File: src/rtl/bridge_irq_pkg.sv
package bridge_irq_pkg;
  // Status/mask bit positions, decoded by software
  localparam int BIT_IB_BASE = 0;
  localparam int BIT_OB_BASE = 4;
  localparam int BIT_IB_OOD  = 9;
  localparam int BIT_EXT     = 25;
  localparam int BIT_ABORT   = 26;
  // Positions that hold state; all others read zero
  localparam logic [31:0] IMPL_MAP = 32'h0600_02FF;
  // Register byte offsets
  localparam int OFS_STATUS = 'h00;
  localparam int OFS_MASK   = 'h04;
  localparam int OFS_GEN    = 'h08;
endpackage

File: src/rtl/irq_status_reg.sv
module irq_status_reg #(
  parameter int DATA_W = 32
) (
  input  logic              clk_i,
  input  logic              rst_ni,
  input  logic [DATA_W-1:0] set_i,
  input  logic [DATA_W-1:0] clr_i,
  output logic [DATA_W-1:0] stat_o
);
  import bridge_irq_pkg::*;
  localparam logic [DATA_W-1:0] IMPL = DATA_W'(IMPL_MAP);

  logic [DATA_W-1:0] stat_q, stat_d;
  logic              upd;

  // set dominates clear
  always_comb begin
    upd    = (|set_i) | (|clr_i);
    stat_d = ((stat_q & ~clr_i) | set_i) & IMPL;
  end

  always_ff @(posedge clk_i or negedge rst_ni) begin
    if (!rst_ni)  stat_q <= '0;
    else if (upd) stat_q <= stat_d;
  end

  assign stat_o = stat_q;

  p_w1c_r2: assert property (@(posedge clk_i) disable iff (!rst_ni)
    (|(clr_i & ~set_i)) |=> ((stat_q & $past(clr_i & ~set_i)) == '0));

  p_set_wins_r3: assert property (@(posedge clk_i) disable iff (!rst_ni)
    (|(set_i & IMPL)) |=> ((stat_q & $past(set_i & IMPL)) == $past(set_i & IMPL)));

  p_unimpl_r6: assert property (@(posedge clk_i) disable iff (!rst_ni)
    ((stat_q & ~IMPL) == '0));
endmodule

File: src/rtl/irq_cfg_regs.sv
module irq_cfg_regs #(
  parameter int DATA_W = 32
) (
  input  logic              clk_i,
  input  logic              rst_ni,
  input  logic              mask_we_i,
  input  logic              gen_we_i,
  input  logic [DATA_W-1:0] wdata_i,
  output logic [DATA_W-1:0] mask_o,
  output logic              gen_o
);
  import bridge_irq_pkg::*;
  localparam logic [DATA_W-1:0] IMPL = DATA_W'(IMPL_MAP);

  logic [DATA_W-1:0] mask_q, mask_d;
  logic              gen_q, gen_d;

  always_comb begin
    mask_d = wdata_i & IMPL;
    gen_d  = wdata_i[0];
  end

  always_ff @(posedge clk_i or negedge rst_ni) begin
    if (!rst_ni)        mask_q <= '0;
    else if (mask_we_i) mask_q <= mask_d;
  end

  always_ff @(posedge clk_i or negedge rst_ni) begin
    if (!rst_ni)       gen_q <= 1'b0;
    else if (gen_we_i) gen_q <= gen_d;
  end

  assign mask_o = mask_q;
  assign gen_o  = gen_q;

  p_mask_impl_r6: assert property (@(posedge clk_i) disable iff (!rst_ni)
    ((mask_q & ~IMPL) == '0));
endmodule

File: src/rtl/irq_low_enc.sv
module irq_low_enc #(
  parameter int DATA_W = 32,
  localparam int IDX_W = $clog2(DATA_W)
) (
  input  logic [DATA_W-1:0] vec_i,
  output logic [IDX_W-1:0]  idx_o,
  output logic              vld_o
);
  // scan from the top down so the lowest set bit is the last one written
  always_comb begin
    idx_o = '0;
    for (int i = DATA_W - 1; i >= 0; i--) begin
      if (vec_i[i]) idx_o = IDX_W'(i);
    end
    vld_o = |vec_i;
  end
endmodule

File: src/rtl/bridge_irq_ctrl.sv
module bridge_irq_ctrl #(
  parameter int DATA_W = 32,
  parameter int ADDR_W = 8,
  localparam int IDX_W = $clog2(DATA_W)
) (
  input  logic              clk_i,
  input  logic              rst_ni,
  input  logic              reg_wen_i,
  input  logic [ADDR_W-1:0] reg_addr_i,
  input  logic [DATA_W-1:0] reg_wdata_i,
  output logic [DATA_W-1:0] reg_rdata_o,
  input  logic [3:0]        ib_evt_i,
  input  logic [3:0]        ob_evt_i,
  input  logic              ib_ood_i,
  input  logic              ext_inta_i,
  input  logic              bus_abort_i,
  output logic              irq_o,
  output logic [IDX_W-1:0]  pend_idx_o,
  output logic              pend_vld_o
);
  import bridge_irq_pkg::*;

  logic              sel_stat, sel_mask, sel_gen;
  logic [DATA_W-1:0] set_vec, clr_vec, stat, mask, pend;
  logic              gen_en;

  always_comb begin
    sel_stat = (reg_addr_i == ADDR_W'(OFS_STATUS));
    sel_mask = (reg_addr_i == ADDR_W'(OFS_MASK));
    sel_gen  = (reg_addr_i == ADDR_W'(OFS_GEN));
  end

  always_comb begin
    set_vec = '0;
    set_vec[BIT_IB_BASE +: 4] = ib_evt_i;
    set_vec[BIT_OB_BASE +: 4] = ob_evt_i;
    set_vec[BIT_IB_OOD]       = ib_ood_i;
    set_vec[BIT_EXT]          = ext_inta_i;
    set_vec[BIT_ABORT]        = bus_abort_i;
    clr_vec = (reg_wen_i && sel_stat) ? reg_wdata_i : '0;
  end

  irq_status_reg #(.DATA_W(DATA_W)) u_stat (
    .clk_i (clk_i),
    .rst_ni(rst_ni),
    .set_i (set_vec),
    .clr_i (clr_vec),
    .stat_o(stat)
  );

  irq_cfg_regs #(.DATA_W(DATA_W)) u_cfg (
    .clk_i    (clk_i),
    .rst_ni   (rst_ni),
    .mask_we_i(reg_wen_i && sel_mask),
    .gen_we_i (reg_wen_i && sel_gen),
    .wdata_i  (reg_wdata_i),
    .mask_o   (mask),
    .gen_o    (gen_en)
  );

  assign pend = stat & mask;

  irq_low_enc #(.DATA_W(DATA_W)) u_enc (
    .vec_i(pend),
    .idx_o(pend_idx_o),
    .vld_o(pend_vld_o)
  );

  assign irq_o = gen_en & (|pend);

  always_comb begin
    if (sel_stat)      reg_rdata_o = stat;
    else if (sel_mask) reg_rdata_o = mask;
    else if (sel_gen)  reg_rdata_o = {{(DATA_W-1){1'b0}}, gen_en};
    else               reg_rdata_o = '0;
  end

  p_irq_has_src_r9: assert property (@(posedge clk_i) disable iff (!rst_ni)
    irq_o |-> pend_vld_o);

  p_idx_lowest_r10: assert property (@(posedge clk_i) disable iff (!rst_ni)
    pend_vld_o |-> (stat[pend_idx_o] && mask[pend_idx_o]
                    && ((pend & ((DATA_W'(1) << pend_idx_o) - DATA_W'(1))) == '0)));

  p_idle_idx_r10: assert property (@(posedge clk_i) disable iff (!rst_ni)
    !pend_vld_o |-> (pend_idx_o == '0));
endmodule

File: config.mk
export PLATFORM = sky130hd
export DESIGN_NAME = bridge_irq_ctrl
export DESIGN_NICKNAME = d
export VERILOG_FILES = /design/src/rtl/bridge_irq_pkg.sv /design/src/rtl/irq_status_reg.sv /design/src/rtl/irq_cfg_regs.sv /design/src/rtl/irq_low_enc.sv /design/src/rtl/bridge_irq_ctrl.sv
export SDC_FILE = /design/constraint.sdc
export NUM_CORES = 1
export LEC_CHECK = 0
export BUFFER_PORTS_ARGS = -buffer_cell sky130_fd_sc_hd__buf_4
export CORE_MARGIN = 2
export CORE_UTILIZATION = 35
export CTS_CLUSTER_DIAMETER = 30
export DETAILED_ROUTE_END_ITERATION = 7
export PLACE_DENSITY = 0.76
export REMOVE_ABC_BUFFERS = 1
export SYNTH_ARGS = -nofsm -noshare
export SYNTH_HDL_FRONTEND = slang
export SYNTH_SLANG_ARGS = --single-unit
File: constraint.sdc
create_clock -name clk_i -period 1.3 [get_ports clk_i]
set_input_delay 0.065 -clock clk_i [delete_from_list [all_inputs] [get_ports clk_i]]
set_output_delay 0.065 -clock clk_i [all_outputs]
set_load 0.02 [all_outputs]
==> flow_summary.ini <==
[synth]
synthFlopType = dfrtp_1
synth_area_um2 = 1500
synth.yosys.warnings = 0
syn-instance-count = 156
ys_top_cells_by_area = dfrtp_1 38%, buf_4 10%, mux2_4 10%, mux2i_1 6.7%, nor2_1 5.5%
ys_seq_area_share_pct = 38.3
synth_edf_count = 0
synth_top_area_share_pct = 38.3
synth.ff_latch_count = 23
yosysTopAreaCell = dfrtp_1
synth_cell_types = 32
postSynthAreaPerCell_um2 = 9.62
synthArstFlopShare_pct = 100

[route]
vias_per_cell = 4.77
drc = 0
firstDrtPassIters = 4
route.final.wire_length_mm = 3.93
initialDrtViolationCount = 55
ant_nets = 0
wl_per_cell_um = 13.0
vias = 1435

[timing]
finalSetupTns_ns = -1.80
fmax_mhz = 618
rsz0062_at_grt = true
hold-worst-slack_ns = 0.0553
maxSlewViolCount = 0
finalHoldViolCount = 0
setup_ws_ns = -0.318
clock_skew_ns = 0
period_share_pct = 124
period_needed_ns = 1.62
setup_viol = 9

[run_status]
outcome = complete, but fails checks
violations = setup timing

[power]
seq_power_share_pct = 42.4
peakVddDrop_mv = 0.346
power.net_switching_mw = 0.529
pwr-share-comb_pct = 32.2
pwr-share-clk_pct = 25.3
power.density_nw_per_um2 = 749
p_leak_nw = 1.22
power_mw = 1.76
swShare_pct = 30.0
internal-power_mw = 1.23

[finish]
fillers = 366
finish.net_count = 306
instances_no_fill = 301
drive_above_1_share_pct = 45.0
final_cell_mix = 72 x buf_4, 23 x dfrtp_1, 22 x nor2_1
fin_util_pct = 58.0
num_antenna_cells = 0
area_delta_synth_final_pct = 56.7
multi_input_area_um2 = 827
layout_commonest_cell = buf_4
stdcell_area_um2 = 2350
seq_area_um2 = 576

[die]
fp.coreArea_um2 = 4060
row_count = 23
dieHeight_um = 69.5
dieWidth_um = 69.5
die-area_um2 = 4830
pin_count = 93
start_util_pct = 37.0

[placed_design]
dp_cells = 283
place_area_um2 = 2070
gp_congestion = 0.832
dpl.hpwl_mm = 2.98
io_buffer_count = 50
dp_slack_ns = -0.0749

[grt]
grt_max_degree = 24
grt_usage_pct = 16.6
overflow = 0
first_global_vias = 1446
grt_pass1_wl_mm = 6.58
antenna_found_initial = 0

[setup_path]
setup.worst_path.start_class = flop
worstReg2RegStart = u_cfg.mask_o[2]$_DFFE_PN0P_
cp-end-kind = output pin
endpoint = pend_idx_o[0]
r2r_cells = 2
r2r-end = u_cfg.mask_o[2]$_DFFE_PN0P_
reg2reg_slack_ns = 0.38
crit_path_max_fanout = 2
arrival_ns = 1.55
worstPathRequired_ns = 1.24
cp-startpoint = u_stat.stat_o[6]$_DFFE_PN0P_
critical_path_class = reg -> out

[run]
max_cap_violations = 0

[clock_network]
clk_pin_slew_ns = 0.09
clock_latency_ns = 0.26
clockRootBuffer = clkbuf_8
cts_htree_levels = 1
cts.sinks = 23
cts.path.max_buffers = 2
cts_tree = done
cts-buffers-inserted = 3

[hold_path]
min-delay-path-class = in -> reg
-- cell families (layout without fill, tap and decap cells) --
family	Yosys count	in the layout	synth area share [%]
simple gates	45	45	15.0
buf+inv	37	112	15.2
compound gates	28	28	13.1
flops	23	23	38.3
mux	22	22	18.2
other cells	1	21	0.250
-- area by class of cell --
type	instances	area share (%)
Multi-Input combinational cell	116	35.2
Timing Repair Buffer	96	33.8
Sequential cell	23	24.5
Tap cell	50	2.66
Inverter	12	1.91
Clock buffer	3	1.76
Clock inverter	1	0.213
-- worst max-delay path, stage by stage (launching register included) --
cell      delay (ns)
dfrtp_1         0.41
buf_6           0.13
and2_4          0.14
a222oi_1        0.31
o21a_1          0.18
buf_6           0.12
-- synthesized netlist by cell type (all sizes together) (2+ instances only) --
library cell / count
inv: 12
a31oi: 11
nand4: 3
nand2: 10
nand2b: 2
nor2b: 2
a22oi: 6
o21a: 2
mux2i: 10
buf: 24
nor2: 22
a21oi: 2
dfrtp: 23
mux2: 12
and2: 2
-- registers in the layout, indices dropped and copies added (netlist names) --
| register | cells |
|---|---|
| u_cfg.gen_o | 1 |
| u_cfg.mask_o | 11 |
| u_stat.stat_o | 11 |
-- power by group through the flow --
| stage | sequential, mW | combinational, mW | clock (mW) |
|---|---|---|---|
| 2_1_floorplan | 0.761 | 0.238 | 0 |
| 3_3_place_gp | 0.757 | 0.473 | 0 |
| 5_1_grt | 0.750 | 0.609 | 0.483 |
| 6_report | 0.748 | 0.568 | 0.447 |
| 4_1_cts | 0.746 | 0.539 | 0.456 |
| 3_5_place_dp | 0.758 | 0.482 | 0 |
-- layer usage --
metal	vias up	part of all wire (%)	global-route usage [%]
met5	-	0	0
met3	2	5.7	2.18
met1	683	43	21.9
met4	0	0.31	2.83
met2	53	51	29.5
li1	697	-	-
-- worst min-delay path by stage --
stage                startpoint                           end  slack (ns)  depth (start not counted)
detailed placement       rst_ni   u_cfg.mask_o[9]$_DFFE_PN0P_       -0.02                          1
CTS                 ob_evt_i[1]  u_stat.stat_o[5]$_DFFE_PN0P_        0.05                          3
finish              ob_evt_i[1]  u_stat.stat_o[5]$_DFFE_PN0P_        0.06                          3
floorplan                rst_ni       u_cfg.gen_o$_DFFE_PN0P_       -0.23                          0
global placement         rst_ni   u_cfg.mask_o[9]$_DFFE_PN0P_       -0.03                          1
global route        ob_evt_i[3]  u_stat.stat_o[7]$_DFFE_PN0P_        0.05                          3
-- what timing repair did --
action,in CTS,in global routing
endpoints found under the hold margin,34,0
setup buffers,2,1
setup endpoints to repair,8,13
gates resized for setup,15,11
pin swaps,8,7
hold buffers,12,0
Note: power is estimated with default switching activity, not from simulation.
